`src/rtl/autobaud_pkg.sv`:
```
package autobaud_pkg;

  localparam logic [7:0] ACK_BYTE     = 8'h00;
  localparam logic [7:0] CONFIRM_BYTE = 8'h55;

  // Strobes issued by the control FSM to the datapath
  typedef struct packed {
    logic measTake;   // latch or compare the current low-run candidate
    logic timerHalf;  // load bit timer with half a bit period
    logic timerFull;  // load bit timer with a full bit period
    logic rxShift;    // shift the sampled receive level into the byte
    logic txLoad;     // load the acknowledgement frame
    logic txShift;    // advance the transmit frame by one bit
    logic toRun;      // advance the confirmation timeout counter
    logic toClear;    // clear the confirmation timeout counter
  } abCtrl_t;

  typedef enum logic [3:0] {
    ST_IDLE,
    ST_SEEK,
    ST_LOW,
    ST_TX_INIT,
    ST_TX_BIT,
    ST_RX_IDLE,
    ST_RX_START,
    ST_RX_DATA,
    ST_RX_STOP,
    ST_LOCK,
    ST_FAIL
  } abState_t;

endpackage

```
`src/rtl/autobaud_datapath.sv`:
```
module autobaud_datapath
  import autobaud_pkg::*;
#(
  parameter int CNT_W       = 20,
  parameter int DIV_W       = 16,
  parameter int MIN_DIV     = 2000,
  parameter int MAX_DIV     = 12000,
  parameter int TIMEOUT_CYC = 5000000
) (
  input  logic             clk,
  input  logic             rst_n,
  input  logic             rxd,
  input  abCtrl_t          ctrl,
  input  logic             measFirst,
  output logic             fallEdge,
  output logic             riseEdge,
  output logic             rxLevel,
  output logic             lowSat,
  output logic             measBad,
  output logic             timerDone,
  output logic             timeoutHit,
  output logic [7:0]       rxByte,
  output logic [DIV_W-1:0] divisor,
  output logic             txd
);

  localparam int SUM_W = CNT_W + 1;
  localparam int TO_W  = $clog2(TIMEOUT_CYC + 1);
  localparam logic [CNT_W-1:0] CNT_FULL = {CNT_W{1'b1}};

  // ---------------- receive synchronizer and edge detect ----------------
  logic [1:0] syncQ;
  logic       rxPrev;

  always_ff @(posedge clk or negedge rst_n) begin
    if (!rst_n) begin
      syncQ  <= 2'b11;
      rxPrev <= 1'b1;
    end else begin
      syncQ  <= {syncQ[0], rxd};
      rxPrev <= syncQ[1];
    end
  end

  assign rxLevel  = syncQ[1];
  assign fallEdge = rxPrev & ~rxLevel;
  assign riseEdge = ~rxPrev & rxLevel;

  // ---------------- low-run counter ----------------
  logic [CNT_W-1:0] lowCnt;

  always_ff @(posedge clk or negedge rst_n) begin
    if (!rst_n) begin
      lowCnt <= '0;
    end else if (fallEdge) begin
      lowCnt <= CNT_W'(1);
    end else if (!rxLevel && lowCnt != CNT_FULL) begin
      lowCnt <= lowCnt + CNT_W'(1);
    end
  end

  assign lowSat = (lowCnt == CNT_FULL);

  // ---------------- divide by nine with rounding ----------------
  logic [SUM_W-1:0] roundSum;
  logic [SUM_W-1:0] quot;
  logic [31:0]      q32;
  logic [31:0]      d32;
  logic [31:0]      gap;
  logic             outOfRange;

  assign roundSum   = {1'b0, lowCnt} + SUM_W'(4);
  assign quot       = roundSum / SUM_W'(9);
  assign q32        = 32'(quot);
  assign d32        = 32'(divisor);
  assign gap        = (q32 > d32) ? (q32 - d32) : (d32 - q32);
  assign outOfRange = (q32 < 32'(MIN_DIV)) || (q32 > 32'(MAX_DIV));
  assign measBad    = outOfRange || (!measFirst && gap > 32'd1);

  always_ff @(posedge clk or negedge rst_n) begin
    if (!rst_n) begin
      divisor <= '0;
    end else if (ctrl.measTake && measFirst) begin
      divisor <= DIV_W'(quot);
    end
  end

  // ---------------- shared bit timer ----------------
  logic [DIV_W-1:0] bitTimer;

  always_ff @(posedge clk or negedge rst_n) begin
    if (!rst_n) begin
      bitTimer <= '0;
    end else if (ctrl.timerFull) begin
      bitTimer <= divisor - DIV_W'(1);
    end else if (ctrl.timerHalf) begin
      bitTimer <= (divisor >> 1) - DIV_W'(1);
    end else if (bitTimer != '0) begin
      bitTimer <= bitTimer - DIV_W'(1);
    end
  end

  assign timerDone = (bitTimer == '0);

  // ---------------- receive shifter ----------------
  always_ff @(posedge clk or negedge rst_n) begin
    if (!rst_n) begin
      rxByte <= '0;
    end else if (ctrl.rxShift) begin
      rxByte <= {rxLevel, rxByte[7:1]};
    end
  end

  // ---------------- transmit frame shifter ----------------
  logic [9:0] txFrame;

  always_ff @(posedge clk or negedge rst_n) begin
    if (!rst_n) begin
      txFrame <= '1;
    end else if (ctrl.txLoad) begin
      txFrame <= {1'b1, ACK_BYTE, 1'b0};
    end else if (ctrl.txShift) begin
      txFrame <= {1'b1, txFrame[9:1]};
    end
  end

  assign txd = txFrame[0];

  // ---------------- confirmation timeout ----------------
  logic [TO_W-1:0] toCnt;

  always_ff @(posedge clk or negedge rst_n) begin
    if (!rst_n) begin
      toCnt <= '0;
    end else if (ctrl.toClear) begin
      toCnt <= '0;
    end else if (ctrl.toRun && !timeoutHit) begin
      toCnt <= toCnt + TO_W'(1);
    end
  end

  assign timeoutHit = (toCnt == TO_W'(TIMEOUT_CYC));

endmodule

```
`src/rtl/autobaud_control.sv`:
```
module autobaud_control
  import autobaud_pkg::*;
#(
  parameter int NUM_MEAS = 2
) (
  input  logic       clk,
  input  logic       rst_n,
  input  logic       start,
  input  logic       fallEdge,
  input  logic       riseEdge,
  input  logic       rxLevel,
  input  logic       lowSat,
  input  logic       measBad,
  input  logic       timerDone,
  input  logic       timeoutHit,
  input  logic [7:0] rxByte,
  output abCtrl_t    ctrl,
  output logic       measFirst,
  output logic       locked,
  output logic       error
);

  localparam int MW = (NUM_MEAS > 1) ? $clog2(NUM_MEAS) : 1;
  localparam logic [MW-1:0] LAST_MEAS = MW'(NUM_MEAS - 1);

  abState_t      state, nxt;
  logic [MW-1:0] measIdx, measNxt;
  logic [3:0]    bitCnt, bitNxt;

  always_ff @(posedge clk or negedge rst_n) begin
    if (!rst_n) begin
      state   <= ST_IDLE;
      measIdx <= '0;
      bitCnt  <= '0;
    end else begin
      state   <= nxt;
      measIdx <= measNxt;
      bitCnt  <= bitNxt;
    end
  end

  always_comb begin
    nxt     = state;
    measNxt = measIdx;
    bitNxt  = bitCnt;
    ctrl    = '0;
    unique case (state)
      ST_IDLE: begin
        if (start) nxt = ST_SEEK;
      end
      ST_SEEK: begin
        if (fallEdge) nxt = ST_LOW;
      end
      ST_LOW: begin
        if (lowSat) begin
          nxt = ST_FAIL;
        end else if (riseEdge) begin
          if (measBad) begin
            nxt = ST_FAIL;
          end else begin
            ctrl.measTake = 1'b1;
            if (measIdx == LAST_MEAS) begin
              nxt = ST_TX_INIT;
            end else begin
              measNxt = measIdx + MW'(1);
              nxt     = ST_SEEK;
            end
          end
        end
      end
      ST_TX_INIT: begin
        ctrl.txLoad    = 1'b1;
        ctrl.timerFull = 1'b1;
        ctrl.toClear   = 1'b1;
        bitNxt         = '0;
        nxt            = ST_TX_BIT;
      end
      ST_TX_BIT: begin
        if (timerDone) begin
          if (bitCnt == 4'd9) begin
            nxt = ST_RX_IDLE;
          end else begin
            ctrl.txShift   = 1'b1;
            ctrl.timerFull = 1'b1;
            bitNxt         = bitCnt + 4'd1;
          end
        end
      end
      ST_RX_IDLE: begin
        ctrl.toRun = 1'b1;
        if (timeoutHit) begin
          nxt = ST_FAIL;
        end else if (fallEdge) begin
          ctrl.timerHalf = 1'b1;
          nxt            = ST_RX_START;
        end
      end
      ST_RX_START: begin
        if (timerDone) begin
          if (!rxLevel) begin
            ctrl.timerFull = 1'b1;
            bitNxt         = '0;
            nxt            = ST_RX_DATA;
          end else begin
            nxt = ST_RX_IDLE;
          end
        end
      end
      ST_RX_DATA: begin
        if (timerDone) begin
          ctrl.rxShift   = 1'b1;
          ctrl.timerFull = 1'b1;
          if (bitCnt == 4'd7) nxt = ST_RX_STOP;
          else bitNxt = bitCnt + 4'd1;
        end
      end
      ST_RX_STOP: begin
        if (timerDone) begin
          nxt = (rxLevel && rxByte == CONFIRM_BYTE) ? ST_LOCK : ST_FAIL;
        end
      end
      default: ;
    endcase
  end

  assign measFirst = (measIdx == '0);
  assign locked    = (state == ST_LOCK);
  assign error     = (state == ST_FAIL);

endmodule

```
`src/rtl/autobaud_sync.sv`:
```
module autobaud_sync
  import autobaud_pkg::*;
#(
  parameter int CNT_W       = 20,
  parameter int DIV_W       = 16,
  parameter int MIN_DIV     = 2000,
  parameter int MAX_DIV     = 12000,
  parameter int NUM_MEAS    = 2,
  parameter int TIMEOUT_CYC = 5000000
) (
  input  logic             clk,
  input  logic             rst_n,
  input  logic             start,
  input  logic             rxd,
  output logic             txd,
  output logic [DIV_W-1:0] divisor,
  output logic             locked,
  output logic             error
);

  abCtrl_t    ctrl;
  logic       measFirst;
  logic       fallEdge;
  logic       riseEdge;
  logic       rxLevel;
  logic       lowSat;
  logic       measBad;
  logic       timerDone;
  logic       timeoutHit;
  logic [7:0] rxByte;

  autobaud_datapath #(
    .CNT_W      (CNT_W),
    .DIV_W      (DIV_W),
    .MIN_DIV    (MIN_DIV),
    .MAX_DIV    (MAX_DIV),
    .TIMEOUT_CYC(TIMEOUT_CYC)
  ) dpInst (
    .clk       (clk),
    .rst_n     (rst_n),
    .rxd       (rxd),
    .ctrl      (ctrl),
    .measFirst (measFirst),
    .fallEdge  (fallEdge),
    .riseEdge  (riseEdge),
    .rxLevel   (rxLevel),
    .lowSat    (lowSat),
    .measBad   (measBad),
    .timerDone (timerDone),
    .timeoutHit(timeoutHit),
    .rxByte    (rxByte),
    .divisor   (divisor),
    .txd       (txd)
  );

  autobaud_control #(
    .NUM_MEAS(NUM_MEAS)
  ) ctlInst (
    .clk       (clk),
    .rst_n     (rst_n),
    .start     (start),
    .fallEdge  (fallEdge),
    .riseEdge  (riseEdge),
    .rxLevel   (rxLevel),
    .lowSat    (lowSat),
    .measBad   (measBad),
    .timerDone (timerDone),
    .timeoutHit(timeoutHit),
    .rxByte    (rxByte),
    .ctrl      (ctrl),
    .measFirst (measFirst),
    .locked    (locked),
    .error     (error)
  );

endmodule

```
`config.mk`:
```
export PLATFORM = sky130hd
export DESIGN_NAME = autobaud_sync
export DESIGN_NICKNAME = d
export VERILOG_FILES = /design/src/rtl/autobaud_pkg.sv /design/src/rtl/autobaud_datapath.sv /design/src/rtl/autobaud_control.sv /design/src/rtl/autobaud_sync.sv
export SDC_FILE = /design/constraint.sdc
export NUM_CORES = 1
export LEC_CHECK = 0
export CORE_ASPECT_RATIO = 0.75
export CORE_MARGIN = 8
export CORE_UTILIZATION = 40
export DETAILED_ROUTE_END_ITERATION = 8
export SLEW_MARGIN = 20
export SYNTH_ARGS = -nofsm -noshare
export SYNTH_HDL_FRONTEND = slang
export SYNTH_HIERARCHICAL = 1
export SYNTH_SLANG_ARGS = --single-unit
```
`constraint.sdc`:
```
create_clock -name clk -period 17.5 [get_ports clk]
set_clock_uncertainty 0.15 [all_clocks]
set_input_delay 3.5 -clock clk [delete_from_list [all_inputs] [get_ports clk]]
set_output_delay 3.5 -clock clk [all_outputs]
set_load 0.01 [all_outputs]
```
======== Word-level counts from Yosys, hierarchy flattened ========
Cells that the tools add are included.
cells by class
  add/sub/neg operators ................... 10
  div/mod/pow operators ................... 1
  magnitude comparators ................... 4
  eq/ne operators ......................... 29
  mux-type cells .......................... 52
  bitwise logic cells ..................... 7
  reductions and logical operators ........ 21
operators with widths
  kind                                                                               count
  4-bit two-way mux                                                                  19
  16-bit two-way mux                                                                 3
  23-bit two-way mux                                                                 2
  20-bit two-way mux                                                                 2
  4-bit one-hot mux with 9 select lines                                              1
  32-bit by 1-bit greater-than comparator with 1-bit output, second input constant   1
  32-bit two-way mux                                                                 1
  16-bit by 1-bit subtractor with 16-bit output, second input constant               2
  23-bit by 1-bit adder with 23-bit output, second input constant                    1
  23-bit == test, second input constant                                              1
  16-bit by 21-bit subtractor with 22-bit output                                     1
  21-bit by 16-bit subtractor with 22-bit output                                     1
  20-bit by 3-bit adder with 21-bit output, second input constant                    1
  21-bit by 4-bit divider with 21-bit output, second input constant                  1
  21-bit by 14-bit greater-than comparator with 1-bit output, second input constant  1
  21-bit by 16-bit greater-than comparator with 1-bit output                         1
  21-bit by 11-bit less-than comparator with 1-bit output, second input constant     1
  20-bit by 1-bit adder with 20-bit output, second input constant                    1
  20-bit == test, second input constant                                              1
  4-bit by 3-bit == test with 1-bit output, second input constant                    5
  10-bit two-way mux                                                                 2
  20-bit != test, second input constant                                              1
  4-bit == test, second input constant                                               4
  16-bit zero test                                                                   1
  28 further kinds                                                                   69
word-level totals
  register bits after elaboration ......... 105
  bits of input ports ..................... 4
  output and inout port bits .............. 19
  logic and storage cells ................. 135

======== Depth between registers and ports, before layout ========
  depth in word-level cells ............... 12
  depth in mapped cells ................... 81
  mapped depth without buffers ............ 72

======== Modules after synthesis ========
The synthesis kept the hierarchy.
by module, submodules not included
  module             times used  cells an instance  area an instance (um^2)  sequential area each (um^2)
  autobaud_datapath  1           1,180              9,759.4                  2,392.3
  autobaud_control   1           103                965.9                    225.2

======== Worst setup path after synthesis ========
No wires, ideal clock.
  path kind ............................... reg2reg
  from .................................... register dpInst.lowCnt[5]
  to ...................................... register ctlInst.state[1]
  setup time .............................. 0.125 ns
  arrival time ............................ 14.055 ns
  data required time ...................... 17.225 ns
  slack ................................... 3.170 ns
  cell stages (with the launch flop) ...... 70
  buffers on the path ..................... 3
  clock period less this slack ............ 14.330 ns
  cells stage by stage .................... dfrtp_1 buf_2 nand4_2 buf_6 nor4_4 xnor2_1 nand2_1 or3_1 a211oi_2 a21oi_1 o2111ai_1 nand3_2 o41a_1 and3_4 o211ai_4 mux2i_2 nor3_1 nor3_4 [34 not listed] a21o_1 a21o_1 a21oi_1 clkbuf_1 mux2i_1 xnor2_1 nor4_1 nand3_1 a311oi_1 o22ai_1 nor4_1 nand2_1 a21oi_1 a31oi_1 or4_1 a31oi_1 o21ai_1 mux2_4
between the ends
  word-level cells in the longest chain between the ends .. 11
  elaborated cells between the ends (all ways) .. 19
  classes of those cells .................. add/sub: 3; div: 1; order compare: 4; eq/ne: 2; mux: 5; reduce/logical: 4
RTL lines
  item                                                                    RTL line                 source
  start, declared                                                         autobaud_datapath.sv:50  logic [CNT_W-1:0] lowCnt;
  start signal, assigned                                                  autobaud_datapath.sv:58  lowCnt <= lowCnt + CNT_W'(1);
  20-bit by 3-bit adder with 21-bit output (*)                            autobaud_datapath.sv:72  assign roundSum = {1'b0, lowCnt} + SUM_W'(4);
  21-bit by 4-bit divider with 21-bit output (*)                          autobaud_datapath.sv:73  assign quot = roundSum / SUM_W'(9);
  16-bit by 21-bit subtractor with 22-bit output (tied with other cells)  autobaud_datapath.sv:76  assign gap = (q32 > d32) ? (q32 - d32) : (d32 - q32);
  32-bit two-way mux                                                      autobaud_datapath.sv:76
  32-bit by 1-bit greater-than comparator with 1-bit output               autobaud_datapath.sv:78  assign measBad = outOfRange || (!measFirst && gap > 32'd1);
  1-bit logical AND                                                       autobaud_datapath.sv:78
  1-bit logical OR (*)                                                    autobaud_datapath.sv:78
  via measBad                                                             autobaud_sync.sv:27      logic measBad;
  4-bit two-way mux (*)                                                   autobaud_control.sv:58   if (measBad) begin
  4-bit two-way mux (*)                                                   autobaud_control.sv:57   end else if (riseEdge) begin
  4-bit two-way mux (*)                                                   autobaud_control.sv:55   if (lowSat) begin
  4-bit one-hot mux with 9 select lines (*)                               autobaud_control.sv:47   unique case (state)
  end signal, assigned                                                    autobaud_control.sv:36   state <= nxt;
  end, declared                                                           autobaud_control.sv:26   abState_t state, nxt;
The timed path passes the listed nets; every way through them passes the cells marked *. The select of a mux whose other input is x is not followed.
A chain may end at the register's enable or synchronous reset.

======== Worst setup path in the final report ========
  from .................................... register dpInst.lowCnt[3]
  to ...................................... register ctlInst.state[1]
Same word-level chain as after synthesis.

==> flow_metrics.tcl <==
set metrics [dict create \
    ys.flop_type "dfrtp_1" \
    crit_top_cell "a21o_1" \
    wirelength_mm 27.9 \
    cts_buffers 9 \
    fillers 2600 \
    power_leakage_nw 4.88 \
    fmax_mhz 61.8 \
    die_h_um 158 \
    via_count 9569 \
    drv_slew 0 \
    cp.arrival_ps 16280 \
    fin_nets 1325 \
    core_sq_mm 0.0267 \
    dr.pass1.iters 5 \
    grt_max_degree 57 \
    synthSimpleGateAreaFrac_pct 25.1 \
    cts_tree "done" \
    synthCells 1283 \
    setup_viol 0 \
    synthDistinctLibCells 132 \
    synthTopCellsByCount "129 x nor2_1, 97 x nand2_1, 92 x dfrtp_1" \
    synth_top_family_by_area "compound AO/OA/AOI/OAI gates" \
    dpl_cell_area_sq_mm 0.0112 \
    synth_xor_area_share_pct 7.82 \
    overflow 0 \
    area_delta_synth_final_pct 9.37 \
    yosys-top-cells-area "dfrtp_1 21%, ha_1 5.1%, nor2_1 4.5%" \
    yosysTopAreaCell "dfrtp_1" \
    post-route-util_pct 44.0 \
    period_needed_ps 16180 \
    preCtsSetupSlack_ps 557 \
    clock_latency_ps 370 \
    drv_cap 0 \
    ys_warn_count 6 \
    grt.total_usage_pct 17.1 \
    h-tree-depth 3 \
    cts_sinks 104 \
    die_w_um 205 \
    clk_path_buf_depth 2 \
    status "finished, final reports clean" \
    avgSynthCellArea_sq_um 8.36 \
    worstSetupEndpointType "flop" \
    antenna_found_initial 0 \
    setup.worst_path.class "flop to flop" \
    drtIter0Drc 840 \
    finalHoldViolCount 0 \
    via_per_inst 5.87 \
    synth_top_area_share_pct 21.5 \
    peakVddDrop_uv 50.8 \
    finalSetupTns_ps 0 \
    crit_path_max_incr_delay_ps 620 \
    start_util_pct 40.2 \
    io_buffers 22 \
    synthMostInstantiatedCell "nor2_1" \
    design_area_sq_mm 0.0117 \
    hpwl_mm 21.1 \
    grt_pass1_vias 8846 \
    die_area_sq_mm 0.0324 \
    cp_max_fo 20 \
    place_congestion 0.911 \
    worst_slack_ps 1320 \
    critPathSlowestCell "or4_1" \
    drtAntennaViolNets 0 \
    clkTransAtPathRegs_ps 80 \
    synth_compound_gate_area_share_pct 25.8 \
    cts-root-buf "clkbuf_16" \
    muxShareOfSynthArea_pct 6.56 \
    drive_gt1_share_pct 13.1 \
    fin_crit_sh_pct 92.4 \
    worst_slew_pin_slew_ps 1120 \
    rows 52 \
    powerDensity_mw_per_mm2 78.6 \
    syn_area_sq_mm 0.0107 \
    seq_area_frac_synth_pct 24.4 \
    rsz0062_at_grt "no" \
    synth-async-reset-ratio_pct 100 \
    synth_edf_count 0 \
    cp_data_required_time_ps 17600 \
    diodes 0 \
    power.total_mw 0.922 \
    synth_seq_cells 104 \
    io_pins 23 \
    routedWlPerCell_um 17.1 \
    crit_path_start_kind "flop" \
    grt_first_pass_wirelength_mm 46.2 \
    slew-limit-headroom_pct 25.5 \
    hp-class "flop to flop" \
    drcViolationCount 0 \
    synth_nets 1333 \
    synth_adder_area_share_pct 5.51 \
]
==> final cells by class <==
type / count / area [sq um] / share of cell area, %
Clock buffer: 9 / 225 / 1.92
Clock inverter: 7 / 80.1 / 0.683
Inverter: 55 / 206 / 1.76
Multi-Input combinational cell: 1064 / 7800 / 66.5
Sequential cell: 104 / 2620 / 22.3
Tap cell: 351 / 439 / 3.74
Timing Repair Buffer: 41 / 364 / 3.10
==> metal layers <==
layer,global-route usage [%],wire (um)
met5,0,0
met4,3.84,306
met3,2.49,1380
met2,25.1,11800
met1,25.8,14400
==> power breakdown <==
part / leakage, nW / switching (mW) / internal (mW)
combinational: 3.36 / 0.221 / 0.187
sequential: 1.38 / 0.0369 / 0.265
clock: 0.146 / 0.108 / 0.103
==> state kept, by name, indices dropped and copies added, names as in the netlist <==
name	flops
ctlInst/bitCnt	4
ctlInst/measIdx	1
ctlInst/state	4
dpInst/bitTimer	16
dpInst/divisor	16
dpInst/lowCnt	20
dpInst/rxByte	8
dpInst/rxPrev	1
dpInst/syncQ	2
dpInst/toCnt	23
dpInst/txFrame	9
==> path summary, 6_finish.rpt <==
| path | startpoint | endpoint | slack [ps] | depth (start not counted) |
|---|---|---|---|---|
| max reg2reg | dpInst/lowCnt[3]$_DFFE_PN0P_ | ctlInst/state[1]$_DFFE_PN0P_ | 1320 | 70 |
| max in group asynchronous | rst_n | dpInst/divisor[8]$_DFFE_PN0P_ | 13040 | 2 |
| min | dpInst/syncQ[0]$_DFF_PN1_ | dpInst/syncQ[1]$_DFF_PN1_ | 230 | 0 |
| max | dpInst/lowCnt[3]$_DFFE_PN0P_ | ctlInst/state[1]$_DFFE_PN0P_ | 1320 | 70 |
| min reg2reg | dpInst/syncQ[0]$_DFF_PN1_ | dpInst/syncQ[1]$_DFF_PN1_ | 230 | 0 |
| min in group asynchronous | rst_n | dpInst/rxByte[5]$_DFFE_PN0P_ | 3040 | 1 |
==> layout by cell type, fill, tap and decap left out, types with 9 or more instances in the layout <==
cell type / instances
mux2_2: 9
a31oi_1: 15
and2_1: 11
or3_1: 16
nor2_1: 128
dfrtp_1: 91
nand2b_1: 19
o211ai_1: 16
xnor2_1: 50
inv_1: 54
mux2i_1: 48
nor3_1: 25
a21oi_1: 85
clkdlybuf4s50_1: 21
and3_1: 14
buf_4: 19
a211oi_1: 11
xor2_1: 40
a21o_1: 45
dfstp_2: 12
clkbuf_16: 9
nor2b_1: 16
nand2_1: 96
o31ai_1: 9
ha_1: 44
nor4_1: 13
o21ai_1: 9
nand4_1: 23
nand3_1: 38
a22oi_1: 10
o21ai_0: 57
==> critical path: cells and delay by family (launching register included) <==
kind / cells / cell delay, ps
mux: 5 / 1530
compound gates: 33 / 6570
xor+xnor: 3 / 720
fa+ha+maj: 4 / 950
flops: 1 / 420
simple gates: 22 / 5120
buf+inv: 3 / 530
==> per-stage QoR <==
stage	instances	hold WS [ps]
after floorplan	1283	195
after global placement	1606	219
after detailed placement	1606	216
after CTS	1622	239
after global routing	1631	243
final	1631	233
==> logic make-up after synthesis <==
| logic type | count (synthesis) |
|---|---|
| AND/OR/NAND/NOR | 481 |
| multiplexers | 65 |
| AO/OA/AOI/OAI | 378 |
| XOR/XNOR | 94 |
| adder cells (fa/ha/maj) | 46 |
| flip-flops | 104 |
| buffers and inverters | 115 |
==> timing repair <==
| action | CTS | global route |
|---|---|---|
| resized for setup | 0 | 32 |
| hold buffers | 0 | 0 |
| endpoints found under the setup margin | 0 | 20 |
| setup buffers | 0 | 9 |
(Power assumes the default switching activity.)
